--- config.mk ---
export PLATFORM = sky130hd
export DESIGN_NAME = opunit
export DESIGN_NICKNAME = d
export VERILOG_FILES = /design/src/rtl/opunit.sv
export SDC_FILE = /design/constraint.sdc
export NUM_CORES = 1
export LEC_CHECK = 0
export ABC_AREA = 0
export BUFFER_PORTS_ARGS = -buffer_cell sky130_fd_sc_hd__buf_2
export CAP_MARGIN = 20
export CORE_MARGIN = 2
export CORE_UTILIZATION = 28
export CTS_BUF_LIST = sky130_fd_sc_hd__clkbuf_8 sky130_fd_sc_hd__clkbuf_16
export DETAILED_ROUTE_END_ITERATION = 12
export PLACE_DENSITY = 0.52
export SKIP_LAST_GASP = 1
export SLEW_MARGIN = 20
export SYNTH_ARGS = -nofsm -noshare
export SYNTH_HDL_FRONTEND = slang
export SYNTH_SLANG_ARGS = --single-unit
--- constraint.sdc ---
create_clock -name clk -period 7.18 [get_ports clk]
set_input_delay 1.795 -clock clk [delete_from_list [all_inputs] [get_ports clk]]
set_output_delay 1.795 -clock clk [all_outputs]
set_load 0.005 [all_outputs]
--- src/rtl/opunit.sv ---
module opunit #(
  parameter int DW   = 16,
  parameter int NREG = 8,
  localparam int AW  = $clog2(NREG)
) (
  input  logic          clk,
  input  logic          rst_n,
  input  logic          start,
  input  logic [15:0]   instr,
  input  logic          dbg_we,
  input  logic [AW-1:0] dbg_addr,
  input  logic [DW-1:0] dbg_data,
  output logic [DW-1:0] result,
  output logic          wb_valid,
  output logic          flag_n,
  output logic          flag_z,
  output logic          flag_p,
  output logic          done,
  output logic          illegal
);
  localparam logic [3:0] OP_ADD = 4'b0001;
  localparam logic [3:0] OP_AND = 4'b0101;
  localparam logic [3:0] OP_NOT = 4'b1001;

  logic [DW-1:0] rf [NREG];

  wire [3:0]    opc  = instr[15:12];
  wire [AW-1:0] dst  = instr[9+AW-1:9];
  wire [AW-1:0] src1 = instr[6+AW-1:6];
  wire [AW-1:0] src2 = instr[AW-1:0];
  wire          imm  = instr[5];

  wire [DW-1:0] opa = rf[src1];
  wire [DW-1:0] opb = imm ? {{(DW-5){instr[4]}}, instr[4:0]} : rf[src2];

  logic [DW-1:0] alu;
  logic          legal;

  always_comb begin
    alu   = '0;
    legal = 1'b0;
    case (opc)
      OP_ADD: begin alu = opa + opb; legal = 1'b1; end
      OP_AND: begin alu = opa & opb; legal = 1'b1; end
      OP_NOT: begin alu = ~opa; legal = (instr[5:0] == 6'b111111); end
      default: ;
    endcase
  end

  wire do_wb = start && legal;

  always_ff @(posedge clk or negedge rst_n) begin
    if (!rst_n) begin
      for (int i = 0; i < NREG; i++) rf[i] <= '0;
    end else begin
      if (dbg_we) rf[dbg_addr] <= dbg_data;
      if (do_wb)  rf[dst] <= alu;
    end
  end

  always_ff @(posedge clk or negedge rst_n) begin
    if (!rst_n) begin
      result   <= '0;
      wb_valid <= 1'b0;
      done     <= 1'b0;
      illegal  <= 1'b0;
      flag_n   <= 1'b0;
      flag_z   <= 1'b1;
      flag_p   <= 1'b0;
    end else begin
      wb_valid <= do_wb;
      done     <= start;
      illegal  <= start && !legal;
      if (do_wb) begin
        result <= alu;
        flag_n <= alu[DW-1];
        flag_z <= (alu == '0);
        flag_p <= !alu[DW-1] && (alu != '0);
      end
    end
  end

  p_flags_onehot_r6: assert property (@(posedge clk) disable iff (!rst_n)
    $countones({flag_n, flag_z, flag_p}) == 1);

  p_flags_match_r6: assert property (@(posedge clk) disable iff (!rst_n)
    wb_valid |-> (flag_z == (result == '0)) && (flag_n == result[DW-1]));

  p_flags_hold_r7: assert property (@(posedge clk) disable iff (!rst_n)
    !wb_valid |-> $stable({flag_n, flag_z, flag_p}));

  p_done_follows_r2: assert property (@(posedge clk) disable iff (!rst_n)
    start |=> done);

  p_illegal_no_wb_r8: assert property (@(posedge clk) disable iff (!rst_n)
    illegal |-> done && !wb_valid);

  p_wb_has_done_r2: assert property (@(posedge clk) disable iff (!rst_n)
    wb_valid |-> done);
endmodule

# Yosys cells after proc, flatten, opt, wreduce, memory -nomap -nowiden
# Index checks and enable logic that the tools add are counted.
# word_totals
ff_bits	150
inputBits	39
latch_bits	0
rom_bits	0
mem_count	0
ramBits	0
word_cells	59
output_inout_bits	22
# op_classes
n_shift	0
n_bitwise	6
n_addsub	1
order_cmp	6
mux	17
mul	0
n_reduce_logical	10
eq_ne	4
n_div	0
# ops
operator	n
$bwmux 128	2
$mux 128	2
$mux 16	7
$bmux 16 s3	2
$demux 16 s3	2
$pmux 16 s3	1
$add 16x16->16	1
$and 16x16->16	1
$ge 4x4->1 const B	4
$logic_not 16->1	1
$not 16->16	1
$not 3->4	4
$reduce_bool 16->1	1
$lt 4x1->1 const B	2
$eq 6x6->1 const B	1
$logic_and 1x1->1	5
$eq 4x1->1 const B	1
$eq 4x3->1 const B	1
$eq 4x4->1 const B	1
$logic_not 1->1	2
$pmux 1 s2	1
$reduce_or 2->1	1

# Longest topological paths before layout
# Gate-level depths: netlist of the first run.
# depth
ltp_word	9
depth_mapped	17
mapped_depth_nobuf	14

# Least setup slack after synthesis of the first run
# No wires, ideal clock.
# synth_timing
path_kind	input to register
from	input instr[0]
to	register flag_p
arrival_ns	5.689
setup_ns	0.129
cell_stages	14
t_required_ns	7.051
path_slack_ns	1.362
path_cell_list	clkbuf_1 > buf_1 > mux4_2 > mux2i_1 > a21oi_1 > ha_1 > and3_1 > a221o_1 > a41oi_2 > o21ai_0 > xor2_1 > a221oi_4 > nand4_1 > o41a_1
# synth_via
elab_chain_cells	9
elab_cells_between_ends	14
# synth_lines
item	line	rtl
start: declaration	9	input logic [15:0] instr,
$not 3->4 (not written as such)	34	wire [DW-1:0] opb = imm ? {{(DW-5){instr[4]}}, instr[4:0]} : rf[src2];
$bmux 16 s3	34	
$mux 16 (not written as such) (2 in a row)	34	
$mux 16	34	
$add 16x16->16 or $and 16x16->16 (tied branches)	43, 44	
$pmux 16 s3	42	case (opc)
$reduce_bool 16->1 or $logic_not 1->1 (tied branches)	78	flag_p <= !alu[DW-1] && (alu != '0);
$logic_and 1x1->1	78	
end signal: assignment	78	
end: declaration	17	output logic flag_p,
# Parallel ways exist; a longest one is shown, timed or not. The select of a mux whose other input is x is not followed.
# A chain may end at the register's enable or synchronous reset.

# Final worst setup path of the first run
# Ends and elaborated chain as after synthesis.

==> results of run 1 <==
-- flip-flops by register name, indices dropped and copies added (netlist names) --
| name | flops |
|---|---|
| wb_valid | 1 |
| illegal | 1 |
| result | 16 |
| flag_z | 1 |
| done | 1 |
| flag_p | 1 |
| rf | 128 |
-- through the flow --
step	utilization	cells
2_1_floorplan	-	1002
3_3_place_gp	0.307	1482
3_5_place_dp	0.307	1482
4_1_cts	0.325	1514
5_1_grt	0.325	1514
6_report	0.325	1514
-- cell families (layout without fill, tap and decap cells) --
logic type                 count (synthesis)  after routing  synth area share
muxes                                    224            224             0.300
AOI/OAI and AO/OA                        235            235             0.138
DFF                                      149            149             0.374
adders and majority gates                 17             17            0.0221
xor gates and xnor gates                   8              8           0.00703
and+or+nand+nor                          272            272             0.117
buffers and inverters                     97            148            0.0418
-- routing by layer --
| layer | vias up | routed length [µm] | track usage |
|---|---|---|---|
| li1 | 3740 | - | - |
| met1 | 4013 | 15400 | 0.263 |
| met2 | 270 | 15500 | 0.294 |
| met3 | 29 | 2020 | 0.0347 |
| met4 | 0 | 516 | 0.0467 |
| met5 | - | 0 | 0 |
-- layout by cell type (no fill, tap or decap), drive strengths merged, types with 5 or more instances in the layout --
cell type | Yosys | routed
mux2i | 122 | 122
a21o | 5 | 5
a221oi | 5 | 5
o21a | 5 | 5
xor2 | 5 | 5
nand4 | 7 | 7
a21oi | 107 | 107
nand2 | 115 | 115
buf | 27 | 100
o21ai | 75 | 75
a22oi | 10 | 10
nor2 | 106 | 106
nor2b | 5 | 5
inv | 14 | 20
clkbuf | 54 | 18
mux2 | 47 | 47
mux4 | 55 | 55
dfrtp | 148 | 148
nor3 | 9 | 9
o22ai | 5 | 5
ha | 16 | 16
-- worst max-delay path, cell delays in order --
cell and delay [ns]:
buf_2 0.56, buf_4 0.33, mux4_2 0.52, o21ai_0 0.14, o21ai_0 0.12, ha_1 0.30, a211oi_1 0.32, o21bai_1 0.14
a41oi_2 0.36, o21ai_0 0.18, xor2_1 0.19, a221oi_4 0.50, nand4_1 0.24, o41a_1 0.43
-- cell usage after synthesis, drive strengths merged (2+ instances only) --
library cell  count  area share
a211o             2      0.0018
mux2             47       0.053
ha               16       0.020
xnor2             3      0.0026
nor3b             2      0.0015
o21a              5      0.0038
mux4             55        0.12
nand4b            4      0.0035
inv              14      0.0053
clkinv            2     0.00075
buf              27       0.015
nand2           115       0.043
nand3             3      0.0015
o221ai            2      0.0018
dfrtp           148        0.37
a21o              5      0.0038
a21oi           107       0.054
a221oi            5      0.0062
a211oi            2      0.0020
o31ai             3      0.0028
and3              4      0.0025
o22ai             5      0.0031
nand2b            4      0.0025
clkbuf           54       0.020
mux2i           122        0.12
or2               3      0.0019
xor2              5      0.0044
a22oi            10      0.0080
nor2b             5      0.0031
nand4             7      0.0044
a221o             2      0.0020
and2              4      0.0025
nor2            106       0.040
o21ai            75       0.038
nor3              9      0.0045
a41oi             3      0.0034
-- how the worst min path moves through the flow --
stage / endpoint / slack (ns)
CTS: result[10] / 0.48
floorplan: flag_z / 0.47
detailed placement: result[10] / 0.46
global route: result[10] / 0.51
finish: result[1] / 0.48
global placement: result[6] / 0.46
-- layout make-up --
class,instances,area [µm²],share of cell area
Timing Repair Buffer,100,607,0.0529
Sequential cell,149,3730,0.325
Multi-Input combinational cell,756,5850,0.510
Tap cell,461,577,0.0503
Clock buffer,18,439,0.0383
Clock inverter,14,199,0.0174
Inverter,16,60.1,0.00524
-- report_power, final --
group | leakage [µW] | switching (µW) | total (µW) | internal, µW
Clock | 0.000311 | 406 | 1000 | 597
Combinational | 0.00308 | 506 | 1010 | 506
Sequential | 0.00181 | 163 | 1200 | 1040
Total | 0.00520 | 1080 | 3220 | 2140
==> impl_metrics.env, run 1 <==
export IMPL_setup_violations=0
export IMPL_areaGrowthSynthToFinish_pct=15.0
export IMPL_rsz0062_at_grt="no"
export IMPL_drt_iter0_drc=735
export IMPL_cts_sinks=149
export IMPL_die_h_um=193
export IMPL_cts_hold_buf=0
export IMPL_vias=8052
export IMPL_drc_errors=0
export IMPL_gr_total_overflow=0
export IMPL_slew_violations=0
export IMPL_endpoint_kind="register"
export IMPL_r2r_start="rf[6]"
export IMPL_ys_seq_area_frac=0.374
export IMPL_hp_start="result[1]"
export IMPL_crit_path_start_kind="input port"
export IMPL_rr_worst_depth=12
export IMPL_diodes=0
export IMPL_syn_inst=1002
export IMPL_grt_pass1_wl_um=51100
export IMPL_required_ns=7.49
export IMPL_grt_usage=0.187
export IMPL_reg2reg_slack_ns=3.03
export IMPL_ys_types=64
export IMPL_grt_pass1_vias=7858
export IMPL_postSynth_asyncResetShare=1.00
export IMPL_synth_area_per_cell_um2=9.94
export IMPL_start_util=0.282
export IMPL_synth_main_ff_cell="dfrtp_1"
export IMPL_first_pass_iters=5
export IMPL_synthesis_nets=1058
export IMPL_fmax_ghz=0.172
export IMPL_wl_per_cell_um=22.1
export IMPL_clock_latency_ns=0.44
export IMPL_ys_ff_latch=149
export IMPL_worst_pin_slew_ns=0.962
export IMPL_detailedPlace_worstSlack_ns=0.928
export IMPL_syn_area_mm2=0.00996
export IMPL_core_mm2=0.0353
export IMPL_grt_start_max_net_pins=92
export IMPL_cts_tree="yes"
export IMPL_yosysWarnings=0
export IMPL_antenna_found_initial=0
export IMPL_drt_total_wl_um=33400
export IMPL_gp_congestion=0.906
export IMPL_fin_nets=1096
export IMPL_slew_headroom=0.354
export IMPL_crit_start="instr[0]"
export IMPL_min_path_cells=2
export IMPL_vias_per_cell=5.32
export IMPL_dieArea_mm2=0.0371
export IMPL_cellPowerDensity_mw_per_mm2=280
export IMPL_min_period_ns=5.83
export IMPL_placed_area_mm2=0.0108
export IMPL_cap_violations=0
export IMPL_cts_buffers=17
export IMPL_ctsResizeCount=0
export IMPL_num_rows=69
export IMPL_post_cts_buffers=0
export IMPL_drive_above_1_share=0.237
export IMPL_ctsHtreeMaxLevel=4
export IMPL_cts_buffer_depth=2
export IMPL_synth_edf_count=0
export IMPL_p_total_uw=3220
export IMPL_post_route_period_util=0.812
export IMPL_fin_area_mm2=0.0115
export IMPL_critical_path_class="input port to register"
export IMPL_cp_max_fo=21
export IMPL_fillers=3575
export IMPL_ir_drop_mv=0.147
export IMPL_status="completed"
export IMPL_ant_nets=0
export IMPL_port_buffers=60
export IMPL_fin_ws_ns=1.35
export IMPL_cts_root_buf="clkbuf_16"
export IMPL_fin_skew_ns=0.0148
export IMPL_fin_tns_setup_ns=0
export IMPL_clk_pin_slew_ns=0.07
export IMPL_arrival_ns=6.14
export IMPL_worstHoldPathType="register to register"
export IMPL_ios=61
export IMPL_hold_viol=0
export IMPL_hpwl_um=22000
export IMPL_p_leak_uw=0.00520
export IMPL_critical_path_endpoint="flag_p"
export IMPL_dieWidth_um=193
export IMPL_hold_ws_ns=0.477
export IMPL_timing_rr_end="flag_p"
Note: power is estimated with default switching activity, not from simulation.
==> run 2, diff against run 1 <==
PLACE_DENSITY = 0.53   (was 0.52)
clock period = 5.1 ns   (was 7.18 ns; I/O delays follow)
==> run 2 against run 1 <==
Net effect: non-clock buffer count up 31; worst hold slack barely moved; core utilization increased by 0.81 points; clock power increased by 34%; sequential power rose by 41%.
==> impl_metrics.env, run 2 (synthesis gave the netlist of run 1 again) <==
export IMPL_wl_per_cell_um=22.4
export IMPL_fin_nets=1127
export IMPL_cellPowerDensity_mw_per_mm2=386
export IMPL_top_regs="rf x128, result x16"
export IMPL_clk_pin_slew_ns=0.08
export IMPL_regMostFlops="rf"
export IMPL_cts_buffer_depth=2
export IMPL_seqPwrFrac=0.373
export IMPL_required_ns=5.41
export IMPL_utilization=0.333
export IMPL_rr_worst_depth=12
export IMPL_busiest_layer="met2"
export IMPL_met3_usage=0.0244
export IMPL_cts_buffers=17
export IMPL_hold_viol=0
export IMPL_grt_pass1_vias=8193
export IMPL_fmax_ghz=0.217
export IMPL_power_frac_comb=0.331
export IMPL_slowest_delay_ns=0.50
export IMPL_hpwl_um=23300
export IMPL_rsz0062_at_grt="no"
export IMPL_path_depth=16
export IMPL_drt_total_wl_um=34600
export IMPL_core_mm2=0.0353
export IMPL_ant_nets=0
export IMPL_p_total_uw=4540
export IMPL_p_sw_uw=1580
export IMPL_min_period_ns=4.60
export IMPL_hp_start="result[8]"
export IMPL_ir_drop_mv=0.201
export IMPL_cts_tree="yes"
export IMPL_path_cells="buf_2 > buf_12 > buf_4 > buf_12 > mux4_2 > mux2i_1 > a21oi_1 > ha_1 > a21oi_1 > o21a_1 > nand4_1 > o311ai_1 > a211oi_2 > and2_0 > nand4_1 > o41a_1"
export IMPL_setup_violations=0
export IMPL_critical_path_class="input port to register"
export IMPL_r2r_start="rf[7]"
export IMPL_antenna_found_initial=0
export IMPL_cts_sinks=149
export IMPL_ctsResizeCount=0
export IMPL_fin_skew_ns=0.0213
export IMPL_clock_latency_ns=0.44
export IMPL_ios=61
export IMPL_cts_hold_buf=0
export IMPL_layout_common_cells="dfrtp_1 (148), mux2i_1 (122), nand2_1 (115), a21oi_1 (107), nor2_1 (106)"
export IMPL_timing_rr_end="flag_p"
export IMPL_min_to="result[8]"
export IMPL_slew_headroom=0.351
export IMPL_grt_usage=0.192
export IMPL_start_util=0.282
export IMPL_critPathBufInv=4
export IMPL_vias_per_cell=5.38
export IMPL_areaGrowthSynthToFinish_pct=17.9
export IMPL_crit_path_start_kind="input port"
export IMPL_placed_area_mm2=0.0111
export IMPL_cap_violations=0
export IMPL_post_cts_buffers=0
export IMPL_dieWidth_um=193
export IMPL_cp_max_fo=17
export IMPL_min_path_cells=2
export IMPL_slowest_stage="mux4_2"
export IMPL_path_delay_family="compound AO/OA/AOI/OAI gates"
export IMPL_grt_start_max_net_pins=95
export IMPL_largest_reg_flops=128
export IMPL_hold_ws_ns=0.477
export IMPL_fin_tns_setup_ns=0
export IMPL_fin_area_mm2=0.0117
export IMPL_drt_iter0_drc=761
export IMPL_post_route_period_util=0.902
export IMPL_endpoint_kind="register"
export IMPL_clockPowerShare=0.296
export IMPL_drc_errors=0
export IMPL_grt_use_met2=0.311
export IMPL_worst_pin_slew_ns=0.973
export IMPL_final_common_cell="dfrtp_1"
export IMPL_use_met1=0.273
export IMPL_ctsHtreeMaxLevel=4
export IMPL_vias=8305
export IMPL_switching_share=0.347
export IMPL_num_rows=69
export IMPL_port_buffers=60
export IMPL_drive_above_1_share=0.259
export IMPL_p_leak_uw=0.00538
export IMPL_gp_congestion=0.952
export IMPL_arrival_ns=4.91
export IMPL_dieArea_mm2=0.0371
export IMPL_slew_violations=0
export IMPL_status="completed"
export IMPL_cts_root_buf="clkbuf_16"
export IMPL_die_h_um=193
export IMPL_gr_total_overflow=0
export IMPL_worstHoldPathType="register to register"
export IMPL_diodes=0
export IMPL_internal_power_uw=2960
export IMPL_grt_pass1_wl_um=52800
export IMPL_first_pass_iters=7
export IMPL_reg2reg_slack_ns=1.30
==> run 2: how the worst max path moves through the flow <==
stage	to	startpoint	slack, ns
floorplan	flag_p	instr[0]	0.03
CTS	flag_p	instr[0]	0.54
global placement	flag_p	instr[0]	0.13
global route	flag_p	instr[0]	0.26
finish	flag_p	instr[0]	0.50
detailed placement	flag_p	instr[0]	0.1
==> run 2: worst min-delay path, stage by stage, from the launching register on <==
cell and delay [ns]:
dfrtp_1 0.34, nand2_1 0.05, nand2_1 0.06
==> run 2: per-layer routing <==
metal  vias to the layer above  part of all wire
met5                         -                 0
met4                         0             0.015
met3                        37             0.057
met2                       281              0.47
met1                      4191              0.46
li1                       3796                 -
==> run 2: power groups by stage <==
| stage | clock network (µW) | logic [µW] | registers [µW] |
|---|---|---|---|
| floorplan | 0 | 1090 | 1610 |
| global placement | 0 | 1470 | 1690 |
| detailed placement | 0 | 1490 | 1700 |
| CTS | 1360 | 1490 | 1680 |
| global route | 1420 | 1650 | 1720 |
| finish | 1340 | 1500 | 1690 |
==> run 2: per-stage QoR <==
stage	setup slack, ns	instances
after global placement	0.131	1512
after CTS	0.542	1544
after detailed placement	0.0951	1512
final	0.498	1545
after global routing	0.258	1545
after floorplan	0.0268	1002
==> run 2: layout make-up <==
class                      count  area (µm²)
tap                          461         577
clock inverter                15         186
fill                        3598       23600
multi-input combinational    756        5850
timing repair buffer         131         918
sequential                   149        3730
clock buffer                  17         425
inverter                      16        60.1
==> run 3, diff against run 2 <==
CORE_UTILIZATION = 56   (was 28)
PLACE_DENSITY = 0.86   (was 0.53)
==> run 3 against run 2 <==
Net effect: setup slack worse by 0.28 ns; first-iteration DRC count up 66%; core utilization up 32 points; largest power group unchanged; final area down 4.1%; sequential share of layout area up 1.4 points; fmax down 5.7%; die area down 49%.
==> impl_metrics.env, run 3 (synthesis gave the netlist of run 1 again) <==
export IMPL_drc_errors=0
export IMPL_p_leak_uw=0.00526
export IMPL_ant_nets=0
export IMPL_min_path_cells=2
export IMPL_slew_headroom=0.464
export IMPL_cts_root_buf="clkbuf_16"
export IMPL_clk_pin_slew_ns=0.07
export IMPL_vias_per_cell=6.92
export IMPL_worstHoldPathType="register to register"
export IMPL_endpoint_kind="register"
export IMPL_ir_drop_mv=0.276
export IMPL_core_mm2=0.0174
export IMPL_cp_max_fo=17
export IMPL_cp_common_cell="o21ai_0"
export IMPL_reg2reg_slack_ns=1.15
export IMPL_min_period_ns=4.88
export IMPL_ctsHtreeMaxLevel=4
export IMPL_status="completed"
export IMPL_hold_viol=0
export IMPL_fin_tns_setup_ns=0
export IMPL_largest_reg_flops=128
export IMPL_cts_hold_buf=0
export IMPL_fmax_ghz=0.205
export IMPL_path_cells="buf_2 > buf_12 > mux4_2 > mux2i_1 > o21ai_0 > ha_1 > or2_2 > o21ai_0 > a21o_1 > a2111oi_0 > a211oi_2 > and2_0 > nand4_1 > o41a_1"
export IMPL_rr_worst_depth=12
export IMPL_post_cts_buffers=0
export IMPL_ctsResizeCount=0
export IMPL_placed_area_mm2=0.0107
export IMPL_wl_per_cell_um=24.3
export IMPL_drive_above_1_share=0.250
export IMPL_grt_usage=0.351
export IMPL_die_h_um=137
export IMPL_slowest_delay_ns=0.46
export IMPL_start_util=0.574
export IMPL_cts_tree="yes"
export IMPL_cellPowerDensity_mw_per_mm2=392
export IMPL_hpwl_um=20100
export IMPL_grt_pass1_vias=8785
export IMPL_cts_sinks=149
export IMPL_worst_pin_slew_ns=0.804
export IMPL_grt_start_max_net_pins=85
export IMPL_slew_violations=0
export IMPL_fillers=1281
export IMPL_min_to="result[8]"
export IMPL_layout_common_cells="dfrtp_1 (148), mux2i_1 (122), nand2_1 (115), a21oi_1 (107), nor2_1 (106)"
export IMPL_setup_violations=0
export IMPL_hp_start="result[8]"
export IMPL_areaGrowthSynthToFinish_pct=13.0
export IMPL_gr_total_overflow=0
export IMPL_fin_area_mm2=0.0113
export IMPL_critical_path_class="input port to register"
export IMPL_ios=61
export IMPL_antenna_found_initial=1
export IMPL_cts_buffers=17
export IMPL_rsz0062_at_grt="no"
export IMPL_post_route_period_util=0.957
export IMPL_drt_iter0_drc=1267
export IMPL_timing_rr_end="flag_p"
export IMPL_fin_skew_ns=0.00878
export IMPL_fin_nets=1113
export IMPL_cap_violations=0
export IMPL_r2r_start="rf[3]"
export IMPL_top_regs="rf x128, result x16"
export IMPL_grt_pass1_wl_um=49200
export IMPL_gp_congestion=1.01
export IMPL_drt_total_wl_um=31400
export IMPL_dieWidth_um=137
export IMPL_required_ns=5.42
export IMPL_diodes=0
export IMPL_crit_path_start_kind="input port"
export IMPL_regMostFlops="rf"
export IMPL_num_rows=48
export IMPL_clock_latency_ns=0.44
export IMPL_arrival_ns=5.20
export IMPL_final_common_cell="dfrtp_1"
export IMPL_cts_buffer_depth=2
export IMPL_dieArea_mm2=0.0189
export IMPL_first_pass_iters=7
export IMPL_vias=8961
export IMPL_port_buffers=60
export IMPL_slowest_stage="buf_2"
## run 3: cell count changes in the layout (fill, tap and decap cells not counted), moves of 2 or more
cell	delta
inv_8	-4
clkbuf_8	+2
bufinv_16	-2
clkinvlp_4	+4
clkinv_2	+3
buf_12	-2
buf_4	-11
## run 3: metal layers
layer,share of wire,track usage,vias to the layer above
met5,0.00041,0,-
met4,0.044,0.165,2
met3,0.15,0.114,145
met2,0.45,0.526,764
met1,0.36,0.464,4292
li1,-,-,3758
## run 3: critical path, delay by kind of cell
kind            cells  cell delay [ns]
compound gates      6             1.73
buf+inv             2             0.69
simple gates        3             0.64
mux                 2             0.55
fa+ha+maj           1             0.27
## run 3: final cells by class
type | instances | area (µm²) | area share
multi-input combinational | 756 | 5860 | 0.520
sequential | 149 | 3730 | 0.331
timing repair buffer | 117 | 785 | 0.0697
clock buffer | 19 | 453 | 0.0402
tap | 225 | 282 | 0.0250
clock inverter | 13 | 97.6 | 0.00866
inverter | 16 | 60.1 | 0.00533
## run 3: per-stage QoR
step / instances / hold slack [ns] / setup slack, ns / total power, µW / util
floorplan: 1002 / 0.466 / 0.0268 / 2710 / -
finish: 1295 / 0.479 / 0.219 / 4420 / 0.649
CTS: 1295 / 0.485 / 0.428 / 4360 / 0.649
detailed placement: 1263 / 0.458 / 0.0536 / 3150 / 0.617
global placement: 1263 / 0.455 / 0.0319 / 3080 / 0.617
global route: 1295 / 0.499 / 0.0751 / 4620 / 0.649
## run 3: power by group
group	switching [µW]	internal (µW)
clock	547	652
combinational	765	739
sequential	257	1460
total	1570	2850
## run 3: worst max-delay path by stage
stage | startpoint | end | cells after the start
floorplan | instr[0] | flag_p | 14
global placement | instr[1] | flag_p | 15
detailed placement | instr[1] | flag_p | 15
CTS | instr[1] | flag_p | 15
global route | instr[1] | flag_p | 14
finish | instr[1] | flag_p | 14
